### src/rtl/i2c_cfg_pkg.sv
package i2c_cfg_pkg;
  localparam int BYTE_W = 8;
  localparam int ADDR_W = 7;
  localparam int NREG   = 10;

  // register slot indices
  localparam int IX_BASE = 0;
  localparam int IX_VHI  = 1;
  localparam int IX_VLO  = 2;
  localparam int IX_SS   = 3;
  localparam int IX_OC   = 4;
  localparam int IX_OV   = 5;
  localparam int IX_PG   = 6;
  localparam int IX_OT   = 7;
  localparam int IX_BUS  = 8;
  localparam int IX_SDIS = 9;

  localparam logic [BYTE_W-1:0] REG_ADR [NREG] =
    '{8'h10, 8'h12, 8'h13, 8'h14, 8'h15, 8'h17, 8'h18, 8'h19, 8'h1A, 8'h1C};
  localparam logic [BYTE_W-1:0] REG_MSK [NREG] =
    '{8'hFF, 8'h01, 8'hFF, 8'h0D, 8'h07, 8'h03, 8'h03, 8'h03, 8'h02, 8'h08};
  localparam logic [BYTE_W-1:0] REG_RST [NREG] =
    '{8'h08, 8'h00, 8'h78, 8'h01, 8'h02, 8'h03, 8'h02, 8'h03, 8'h00, 8'h00};

  typedef enum logic [3:0] {
    ST_IDLE, ST_ADDR, ST_AACK, ST_PTR, ST_PACK,
    ST_WDAT, ST_WACK, ST_RDAT, ST_RACK
  } fsm_t;
endpackage

### src/rtl/i2c_sync_det.sv
module i2c_sync_det #(
  parameter int STAGES = 2
) (
  input  logic clk,
  input  logic rst_n,
  input  logic scl_i,
  input  logic sda_i,
  output logic sda_s,
  output logic scl_rise,
  output logic scl_fall,
  output logic start_det,
  output logic stop_det
);
  logic [STAGES-1:0] scl_sh, sda_sh;
  logic scl_s, scl_q, sda_q;

  always_ff @(posedge clk or negedge rst_n) begin
    if (!rst_n) begin
      scl_sh <= '1;
      sda_sh <= '1;
      scl_q  <= 1'b1;
      sda_q  <= 1'b1;
    end else begin
      scl_sh <= {scl_sh[STAGES-2:0], scl_i};
      sda_sh <= {sda_sh[STAGES-2:0], sda_i};
      scl_q  <= scl_s;
      sda_q  <= sda_s;
    end
  end

  assign scl_s     = scl_sh[STAGES-1];
  assign sda_s     = sda_sh[STAGES-1];
  assign scl_rise  = scl_s & ~scl_q;
  assign scl_fall  = ~scl_s & scl_q;
  assign start_det = scl_s & scl_q & sda_q & ~sda_s;
  assign stop_det  = scl_s & scl_q & ~sda_q & sda_s;
endmodule

### src/rtl/i2c_byte_fsm.sv
module i2c_byte_fsm
  import i2c_cfg_pkg::*;
(
  input  logic              clk,
  input  logic              rst_n,
  input  logic              sda_s,
  input  logic              scl_rise,
  input  logic              scl_fall,
  input  logic              start_det,
  input  logic              stop_det,
  input  logic [ADDR_W-1:0] dev_addr,
  input  logic              ready,
  input  logic [BYTE_W-1:0] rdata,
  output logic              sda_oe,
  output logic [BYTE_W-1:0] ptr,
  output logic              we,
  output logic [BYTE_W-1:0] wdata
);
  localparam int CNT_W = $clog2(BYTE_W + 1);
  localparam logic [CNT_W-1:0] FULL = CNT_W'(BYTE_W);
  localparam logic [CNT_W-1:0] LAST = CNT_W'(BYTE_W - 1);

  fsm_t              st;
  logic [BYTE_W-1:0] sh;
  logic [CNT_W-1:0]  cnt;
  logic              rw;

  always_ff @(posedge clk or negedge rst_n) begin
    if (!rst_n) begin
      st     <= ST_IDLE;
      sh     <= '0;
      cnt    <= '0;
      rw     <= 1'b0;
      sda_oe <= 1'b0;
      ptr    <= '0;
      we     <= 1'b0;
    end else begin
      we <= 1'b0;
      if (start_det) begin
        st     <= ST_ADDR;
        cnt    <= '0;
        sda_oe <= 1'b0;
      end else if (stop_det) begin
        st     <= ST_IDLE;
        sda_oe <= 1'b0;
      end else begin
        unique case (st)
          ST_ADDR, ST_PTR, ST_WDAT: begin
            if (scl_rise && cnt != FULL) begin
              sh  <= {sh[BYTE_W-2:0], sda_s};
              cnt <= cnt + 1'b1;
            end else if (scl_fall && cnt == FULL) begin
              cnt <= '0;
              if (st == ST_ADDR) begin
                if (sh[BYTE_W-1:1] == dev_addr && ready) begin
                  rw     <= sh[0];
                  sda_oe <= 1'b1;
                  st     <= ST_AACK;
                end else begin
                  st <= ST_IDLE;
                end
              end else if (st == ST_PTR) begin
                ptr    <= sh;
                sda_oe <= 1'b1;
                st     <= ST_PACK;
              end else begin
                we     <= 1'b1;
                sda_oe <= 1'b1;
                st     <= ST_WACK;
              end
            end
          end
          ST_AACK: if (scl_fall) begin
            cnt <= '0;
            if (rw) begin
              sh     <= rdata;
              sda_oe <= ~rdata[BYTE_W-1];
              st     <= ST_RDAT;
            end else begin
              sda_oe <= 1'b0;
              st     <= ST_PTR;
            end
          end
          ST_PACK: if (scl_fall) begin
            sda_oe <= 1'b0;
            st     <= ST_WDAT;
          end
          ST_WACK: if (scl_fall) begin
            sda_oe <= 1'b0;
            st     <= ST_IDLE;
          end
          ST_RDAT: if (scl_fall) begin
            if (cnt == LAST) begin
              sda_oe <= 1'b0;
              st     <= ST_RACK;
            end else begin
              sh     <= {sh[BYTE_W-2:0], 1'b0};
              sda_oe <= ~sh[BYTE_W-2];
              cnt    <= cnt + 1'b1;
            end
          end
          ST_RACK: if (scl_fall) st <= ST_IDLE;
          default: st <= ST_IDLE;
        endcase
      end
    end
  end

  assign wdata = sh;
endmodule

### src/rtl/cfg_regbank.sv
module cfg_regbank
  import i2c_cfg_pkg::*;
(
  input  logic                   clk,
  input  logic                   rst_n,
  input  logic                   we,
  input  logic [BYTE_W-1:0]      waddr,
  input  logic [BYTE_W-1:0]      wdata,
  input  logic [BYTE_W-1:0]      raddr,
  output logic [BYTE_W-1:0]      rdata,
  output logic [NREG*BYTE_W-1:0] regs_flat
);
  for (genvar i = 0; i < NREG; i++) begin : g_reg
    logic [BYTE_W-1:0] q;
    always_ff @(posedge clk or negedge rst_n) begin
      if (!rst_n)                           q <= REG_RST[i];
      else if (we && waddr == REG_ADR[i])   q <= wdata & REG_MSK[i];
    end
    assign regs_flat[i*BYTE_W +: BYTE_W] = q;
  end

  always_comb begin
    rdata = '0;
    for (int i = 0; i < NREG; i++)
      if (raddr == REG_ADR[i]) rdata = regs_flat[i*BYTE_W +: BYTE_W];
  end
endmodule

### src/rtl/i2c_cfg_target.sv
module i2c_cfg_target
  import i2c_cfg_pkg::*;
#(
  parameter int SYNC_STAGES = 2,
  parameter int OFS_W       = 2
) (
  input  logic             clk,
  input  logic             rst_n,
  input  logic             scl_i,
  input  logic             sda_i,
  output logic             sda_oe,
  input  logic [OFS_W-1:0] strap_ofs,
  input  logic             init_done,
  output logic [8:0]       vout_code,
  output logic             ss_rate,
  output logic             soft_stop_en,
  output logic             pg_mode,
  output logic [2:0]       oc_sel,
  output logic [1:0]       ov_sel,
  output logic [1:0]       pg_thr,
  output logic [1:0]       ot_sel,
  output logic             bus_vsel,
  output logic             soft_dis
);
  localparam int B = BYTE_W;

  logic sda_s, scl_rise, scl_fall, start_det, stop_det;
  logic [OFS_W-1:0] ofs_q;
  logic ofs_vld, ready, we;
  logic [ADDR_W-1:0] dev_addr;
  logic [B-1:0] ptr, wdata, rdata;
  logic [NREG*B-1:0] regs_flat;
  logic unused_parity;

  i2c_sync_det #(.STAGES(SYNC_STAGES)) u_sync (
    .clk(clk), .rst_n(rst_n), .scl_i(scl_i), .sda_i(sda_i),
    .sda_s(sda_s), .scl_rise(scl_rise), .scl_fall(scl_fall),
    .start_det(start_det), .stop_det(stop_det)
  );

  // offset strap taken once, first cycle out of reset
  always_ff @(posedge clk or negedge rst_n) begin
    if (!rst_n) begin
      ofs_q   <= '0;
      ofs_vld <= 1'b0;
    end else if (!ofs_vld) begin
      ofs_q   <= strap_ofs;
      ofs_vld <= 1'b1;
    end
  end

  assign ready    = ofs_vld & init_done;
  assign dev_addr = regs_flat[IX_BASE*B +: ADDR_W] + ADDR_W'(ofs_q);

  i2c_byte_fsm u_fsm (
    .clk(clk), .rst_n(rst_n), .sda_s(sda_s), .scl_rise(scl_rise),
    .scl_fall(scl_fall), .start_det(start_det), .stop_det(stop_det),
    .dev_addr(dev_addr), .ready(ready), .rdata(rdata),
    .sda_oe(sda_oe), .ptr(ptr), .we(we), .wdata(wdata)
  );

  cfg_regbank u_regs (
    .clk(clk), .rst_n(rst_n), .we(we), .waddr(ptr), .wdata(wdata),
    .raddr(ptr), .rdata(rdata), .regs_flat(regs_flat)
  );

  assign vout_code    = {regs_flat[IX_VHI*B], regs_flat[IX_VLO*B +: B]};
  assign ss_rate      = regs_flat[IX_SS*B + 3];
  assign soft_stop_en = regs_flat[IX_SS*B + 2];
  assign pg_mode      = regs_flat[IX_SS*B];
  assign oc_sel       = regs_flat[IX_OC*B +: 3];
  assign ov_sel       = regs_flat[IX_OV*B +: 2];
  assign pg_thr       = regs_flat[IX_PG*B +: 2];
  assign ot_sel       = regs_flat[IX_OT*B +: 2];
  assign bus_vsel     = regs_flat[IX_BUS*B + 1];
  assign soft_dis     = regs_flat[IX_SDIS*B + 3];
  assign unused_parity = ^regs_flat;
endmodule

### config.mk
export PLATFORM = sky130hd
export DESIGN_NAME = i2c_cfg_target
export DESIGN_NICKNAME = d
export VERILOG_FILES = /design/src/rtl/i2c_cfg_pkg.sv /design/src/rtl/i2c_sync_det.sv /design/src/rtl/i2c_byte_fsm.sv /design/src/rtl/cfg_regbank.sv /design/src/rtl/i2c_cfg_target.sv
export SDC_FILE = /design/constraint.sdc
export NUM_CORES = 1
export LEC_CHECK = 0
export BUFFER_PORTS_ARGS = -buffer_cell sky130_fd_sc_hd__buf_2
export CELL_PAD_IN_SITES_DETAIL_PLACEMENT = 1
export CELL_PAD_IN_SITES_GLOBAL_PLACEMENT = 2
export CORE_MARGIN = 1.5
export CORE_UTILIZATION = 42
export DETAILED_ROUTE_END_ITERATION = 10
export PLACE_DENSITY = 0.9
export RECOVER_POWER = 50
export SYNTH_ARGS = -nofsm -noshare
export SYNTH_HDL_FRONTEND = slang
export SYNTH_SLANG_ARGS = --single-unit
export TNS_END_PERCENT = 1
### constraint.sdc
create_clock -name clk -period 5.13 [get_ports clk]
set_clock_uncertainty 0.1 [all_clocks]
set_input_delay 1.026 -clock clk [delete_from_list [all_inputs] [get_ports clk]]
set_output_delay 1.026 -clock clk [all_outputs]
set_load 0.1 [all_outputs]
* After elaboration in Yosys (flattened, before gate mapping) *
Index checks and enable logic that the tools add are counted.

storage, ports and cells
  bits in registers = 67
  bits of input ports = 7
  output and inout port bits = 24
  logic and storage cells = 165

cells by class
  add/sub/neg operators = 2
  equality and inequality tests = 41
  multiplexer cells = 56
  bitwise logic cells = 18
  reductions and logical operators = 25

operators by type and width
  kind                                                                     count
  8-bit two-way mux                                                        15
  8-bit by 5-bit equality test with 1-bit output, second input constant    10
  4-bit two-way mux                                                        16
  7-bit AND reduction                                                      4
  8-bit one-hot mux with 3 select lines                                    1
  4-bit by 3-bit equality test with 1-bit output, second input constant    5
  4-bit by 3-bit inequality test with 1-bit output, second input constant  5
  4-bit one-hot mux with 5 select lines                                    1
  1-bit two-way mux                                                        18
  1-bit logical AND                                                        13
  4-bit one-hot mux with 3 select lines                                    1
  1-bit inverter                                                           10
  1-bit bitwise AND                                                        8
  4-bit by 2-bit equality test with 1-bit output, second input constant    2
  4-bit equality test, second input constant                               2
  2-bit by 1-bit inequality test with 1-bit output, second input constant  4
  4-bit by 1-bit inequality test with 1-bit output, second input constant  2
  4-bit inequality test, second input constant                             2
  8-bit AND reduction                                                      1
  7-bit by 2-bit adder with 7-bit output                                   1
  7-bit equality test                                                      1
  3-bit by 2-bit inequality test with 1-bit output, second input constant  2
  6-bit AND reduction                                                      1
  6-bit nonzero test                                                       1
  13 further kinds                                                         16

* Depth between registers and ports, before layout *
  depth in word-level cells = 17
  gate-level depth with buffers = 8
  gate-level depth less buffers = 8

* Modules after synthesis *
From an unflattened synthesis, not the netlist that was laid out.

unflattened totals
  cells, all modules = 394
  area, all modules = 4200.3 um2

modules (own cells, without submodules)
  module          times used  cells each  area an instance (um2)  sequential area each (um2)
  cfg_regbank     1           188         2040.7                  790.8
  i2c_byte_fsm    1           175         1735.4                  675.6
  i2c_cfg_target  1           21          234.0                   75.1
  i2c_sync_det    1           10          190.2                   157.7

* Worst setup path before layout *
No wires, ideal clock.

  path type = register to register
  start point = register ofs_q[0]
  end point = register u_fsm.rw
  data arrival time = 2328 ps
  data required time = 4905 ps
  setup slack = 2578 ps
  cell stages (with the launch flop) = 8
  clock period less this slack = 2552 ps
  cell sequence = dfrtp_1 > ha_1 > fa_1 > xnor2_1 > nand3_1 > or4_4 > nor4_2 > mux2_2

between the ends
  cells in the longest elaborated chain, start to end = 4

ends and longest elaborated chain
  element                                 line                  RTL
  start: declaration                      i2c_cfg_target.sv:28  logic [OFS_W-1:0] ofs_q;
  start signal: assignment                i2c_cfg_target.sv:47  ofs_q <= strap_ofs;
  7-bit by 2-bit adder with 7-bit output  i2c_cfg_target.sv:53  assign dev_addr = regs_flat[IX_BASE*B +: ADDR_W] + ADDR_W'(ofs_q);
  7-bit equality test                     i2c_byte_fsm.sv:55    if (sh[BYTE_W-1:1] == dev_addr && ready) begin
  1-bit logical AND                       i2c_byte_fsm.sv:55
  7-bit AND reduction (no source line)    n/a
  end signal: assignment                  i2c_byte_fsm.sv:56    rw <= sh[0];
  end: declaration                        i2c_byte_fsm.sv:26    logic rw;

No other way between the ends.
A chain may end at the register's enable or synchronous reset.

* Worst setup path after layout *
  start point = register u_fsm.ptr[5]
  end point = register u_regs.g_reg[0].q[4]

between the ends
  cells in the longest elaborated chain, start to end = 2

ends and longest elaborated chain
  element                                         line                RTL
  start: declaration                              i2c_byte_fsm.sv:15  output logic [BYTE_W-1:0] ptr,
  start signal: assignment                        i2c_byte_fsm.sv:63  ptr <= sh;
  8-bit by 5-bit equality test with 1-bit output  cfg_regbank.sv:17   else if (we && waddr == REG_ADR[i]) q <= wdata & REG_MSK[i];
  1-bit logical AND                               cfg_regbank.sv:17
  end signal: assignment                          cfg_regbank.sv:16   if (!rst_n) q <= REG_RST[i];
  end signal: assignment                          cfg_regbank.sv:17
  end: declaration                                cfg_regbank.sv:14   logic [BYTE_W-1:0] q;

No other way between the ends.

==> impl_metrics.tcl <==
set metrics [dict create \
    wl_um 9100 \
    hold_viol_final 0 \
    wl_met1_um 4410 \
    final_area_sq_mm 0.00396 \
    tightestPinTransition_ns 2.09 \
    reg2reg_from "u_fsm.ptr[5]" \
    slew_violations 40 \
    met3_length_um 341 \
    critPathKind "flip-flop to flip-flop" \
    grt_usage_pct 20.8 \
    timing.hold.ws_ns 0.263 \
    cts_resized 0 \
    root_buffer "clkbuf_8" \
    mostFrequentLayoutCells "49 x dfrtp_1, 43 x mux2_2, 34 x nor2_1" \
    fillCellCount 984 \
    antenna_found_initial 0 \
    final_util_pct 45.9 \
    grt_pass1_vias 2893 \
    rsz0062_at_grt "no" \
    drc 0 \
    numCtsBuffers 9 \
    hold_start "u_sync.scl_sh[0]" \
    wl_met2_um 4190 \
    critPathCaptureType "flip-flop" \
    dp_hpwl_um 6430 \
    clock-sinks 67 \
    failed_checks "max-capacitance violations, max-slew violations" \
    cts_buffer_depth 2 \
    final-seq-area_sq_mm 0.00170 \
    tritoncts "done" \
    status "finished, violations left" \
    ir_drop_mv 0.216 \
    cts_hold_buf 0 \
    setup_viol 0 \
    startpoint "u_fsm.ptr[5]" \
    fin_ws_ns 2.04 \
    avgSynthCellArea_sq_um 10.2 \
    postRouteAntennaNets 0 \
    num_rows 34 \
    drtIter0Drc 118 \
    area_growth_pct 6.32 \
    setup_tns_ns 0 \
    multiInputGateArea_sq_mm 0.00176 \
    ys_types 55 \
    gp_congestion 0.815 \
    fp.dieH_um 97.2 \
    top_layer_used "met4" \
    layout-drive-gt1-share_pct 28.7 \
    port_buffers 30 \
    clkSlewWorstSetupHoldPaths_ns 0.07 \
    start_util_pct 43.1 \
    firstDrtPassIters 4 \
    synth_seq_cells 67 \
    globalRouteOverflowTotal 0 \
    yosysWarnings 0 \
    start_kind "flip-flop" \
    layout_min_cycle_time_ns 3.09 \
    core_sq_mm 0.00864 \
    htree_levels 3 \
    viasPerCell 5.78 \
    fmax_mhz 324 \
    synth_area_sq_mm 0.00372 \
    power_density_mw_per_mm2 305 \
    async_flop_share_pct 100 \
    die_w_um 97.2 \
    grt_pass1_wl_um 15400 \
    wl_per_cell_um 18.8 \
    antenna_cells 0 \
    path_max_fanout 8 \
    max_cap_violations 1 \
    cts_setup_buffers 0 \
    synth_edf_count 0 \
    vias 2799 \
    min_path_type "flip-flop to flip-flop" \
    pre_cts_slack_ns 2.44 \
    slew_headroom_pct -39.5 \
    p_leak_nw 1.76 \
    period_share_pct 60.2 \
    netlist_instances 366 \
    ioPinCount 31 \
    dpl_cell_area_sq_mm 0.00380 \
    syn_nets 378 \
    grt_max_degree 40 \
    nNetsFinal 383 \
    layout_commonest_cell "dfrtp_1" \
    clkLatencyLatePin_ns 0.35 \
    synth_flop_cell "dfrtp_1" \
    die_area_sq_mm 0.00944 \
    seq_area_frac_synth_pct 45.6 \
    crit_arrival_ns 3.22 \
    required_ns 5.27 \
]
## path summary, 6_finish.rpt
path	slack [ns]	cells past startpoint	to
worst max-delay path	2.04	4	u_regs.g_reg[0].q[4]
worst min-delay path	0.26	0	u_sync.scl_sh[1]
worst max register to register	2.04	4	u_regs.g_reg[0].q[4]
worst min register to register	0.26	0	u_sync.scl_sh[1]
max in group asynchronous	2.37	2	u_regs.g_reg[2].q[6]
min in group asynchronous	1.17	1	u_fsm.st[0]
## report_power, final
group	internal [W]	leakage (nW)	total (W)	switching (W)
logic	0.0000619	0.841	0.000145	0.0000827
clock network	0.000202	0.0867	0.000408	0.000206
registers	0.000568	0.837	0.000656	0.0000880
total	0.000832	1.76	0.00121	0.000377
## per-layer routing
layer,global-route usage (%),vias up
li1,-,1307
met1,29.7,1421
met2,31.4,57
met3,3.67,14
met4,8.25,0
met5,0,-
## metrics by stage
stage          power [W]  cells
2_1_floorplan   0.000743    366
6_report         0.00121    484
4_1_cts          0.00122    484
3_3_place_gp    0.000800    468
5_1_grt          0.00127    484
3_5_place_dp    0.000809    468
## flip-flops by register name, indices dropped and copies added (netlist names), 2 cells and up
signal         flops
u_fsm.st           4
u_fsm.cnt          4
ofs_q              2
u_regs.g.q        31
u_sync.scl_sh      2
u_fsm.wdata        8
u_fsm.ptr          8
u_sync.sda_sh      2
## kinds of logic (layout without fill, tap and decap cells)
group	after synthesis	count (layout)	synth area share, %
xor+xnor	11	11	2.59
mux	43	43	13.0
fa+ha+maj	5	5	1.88
flops	67	67	45.6
buf+inv	46	56	6.68
compound gates	75	75	13.1
other cells	1	1	0.101
simple gates	118	118	17.0
## cell type report
cell class	instances	share of cell area (%)
Multi-Input combinational cell	253	44.5
Sequential cell	67	42.9
Tap cell	108	3.41
Clock buffer	14	4.11
Timing Repair Buffer	31	3.92
Clock inverter	2	0.316
Inverter	9	0.853
## worst max-delay path, cell delays in order, from the launching register on
cell and delay [ns]:
dfrtp_1 0.38, nor4b_1 0.87, nor3b_1 0.88, nand3_2 0.37, mux2_2 0.38
## cell usage after synthesis (9+ instances only)
master	instances	area share [%]
clkbuf_1	13	1.3
nor2_1	34	3.4
dfrtp_1	49	33
buf_4	20	4.0
mux2_2	43	13
dfstp_2	18	13
nand2_1	22	2.2
inv_1	9	0.91
o21ai_0	17	2.3
nand3_1	13	1.7
a21oi_1	23	3.1
Note: power is estimated with default switching activity, not from simulation.
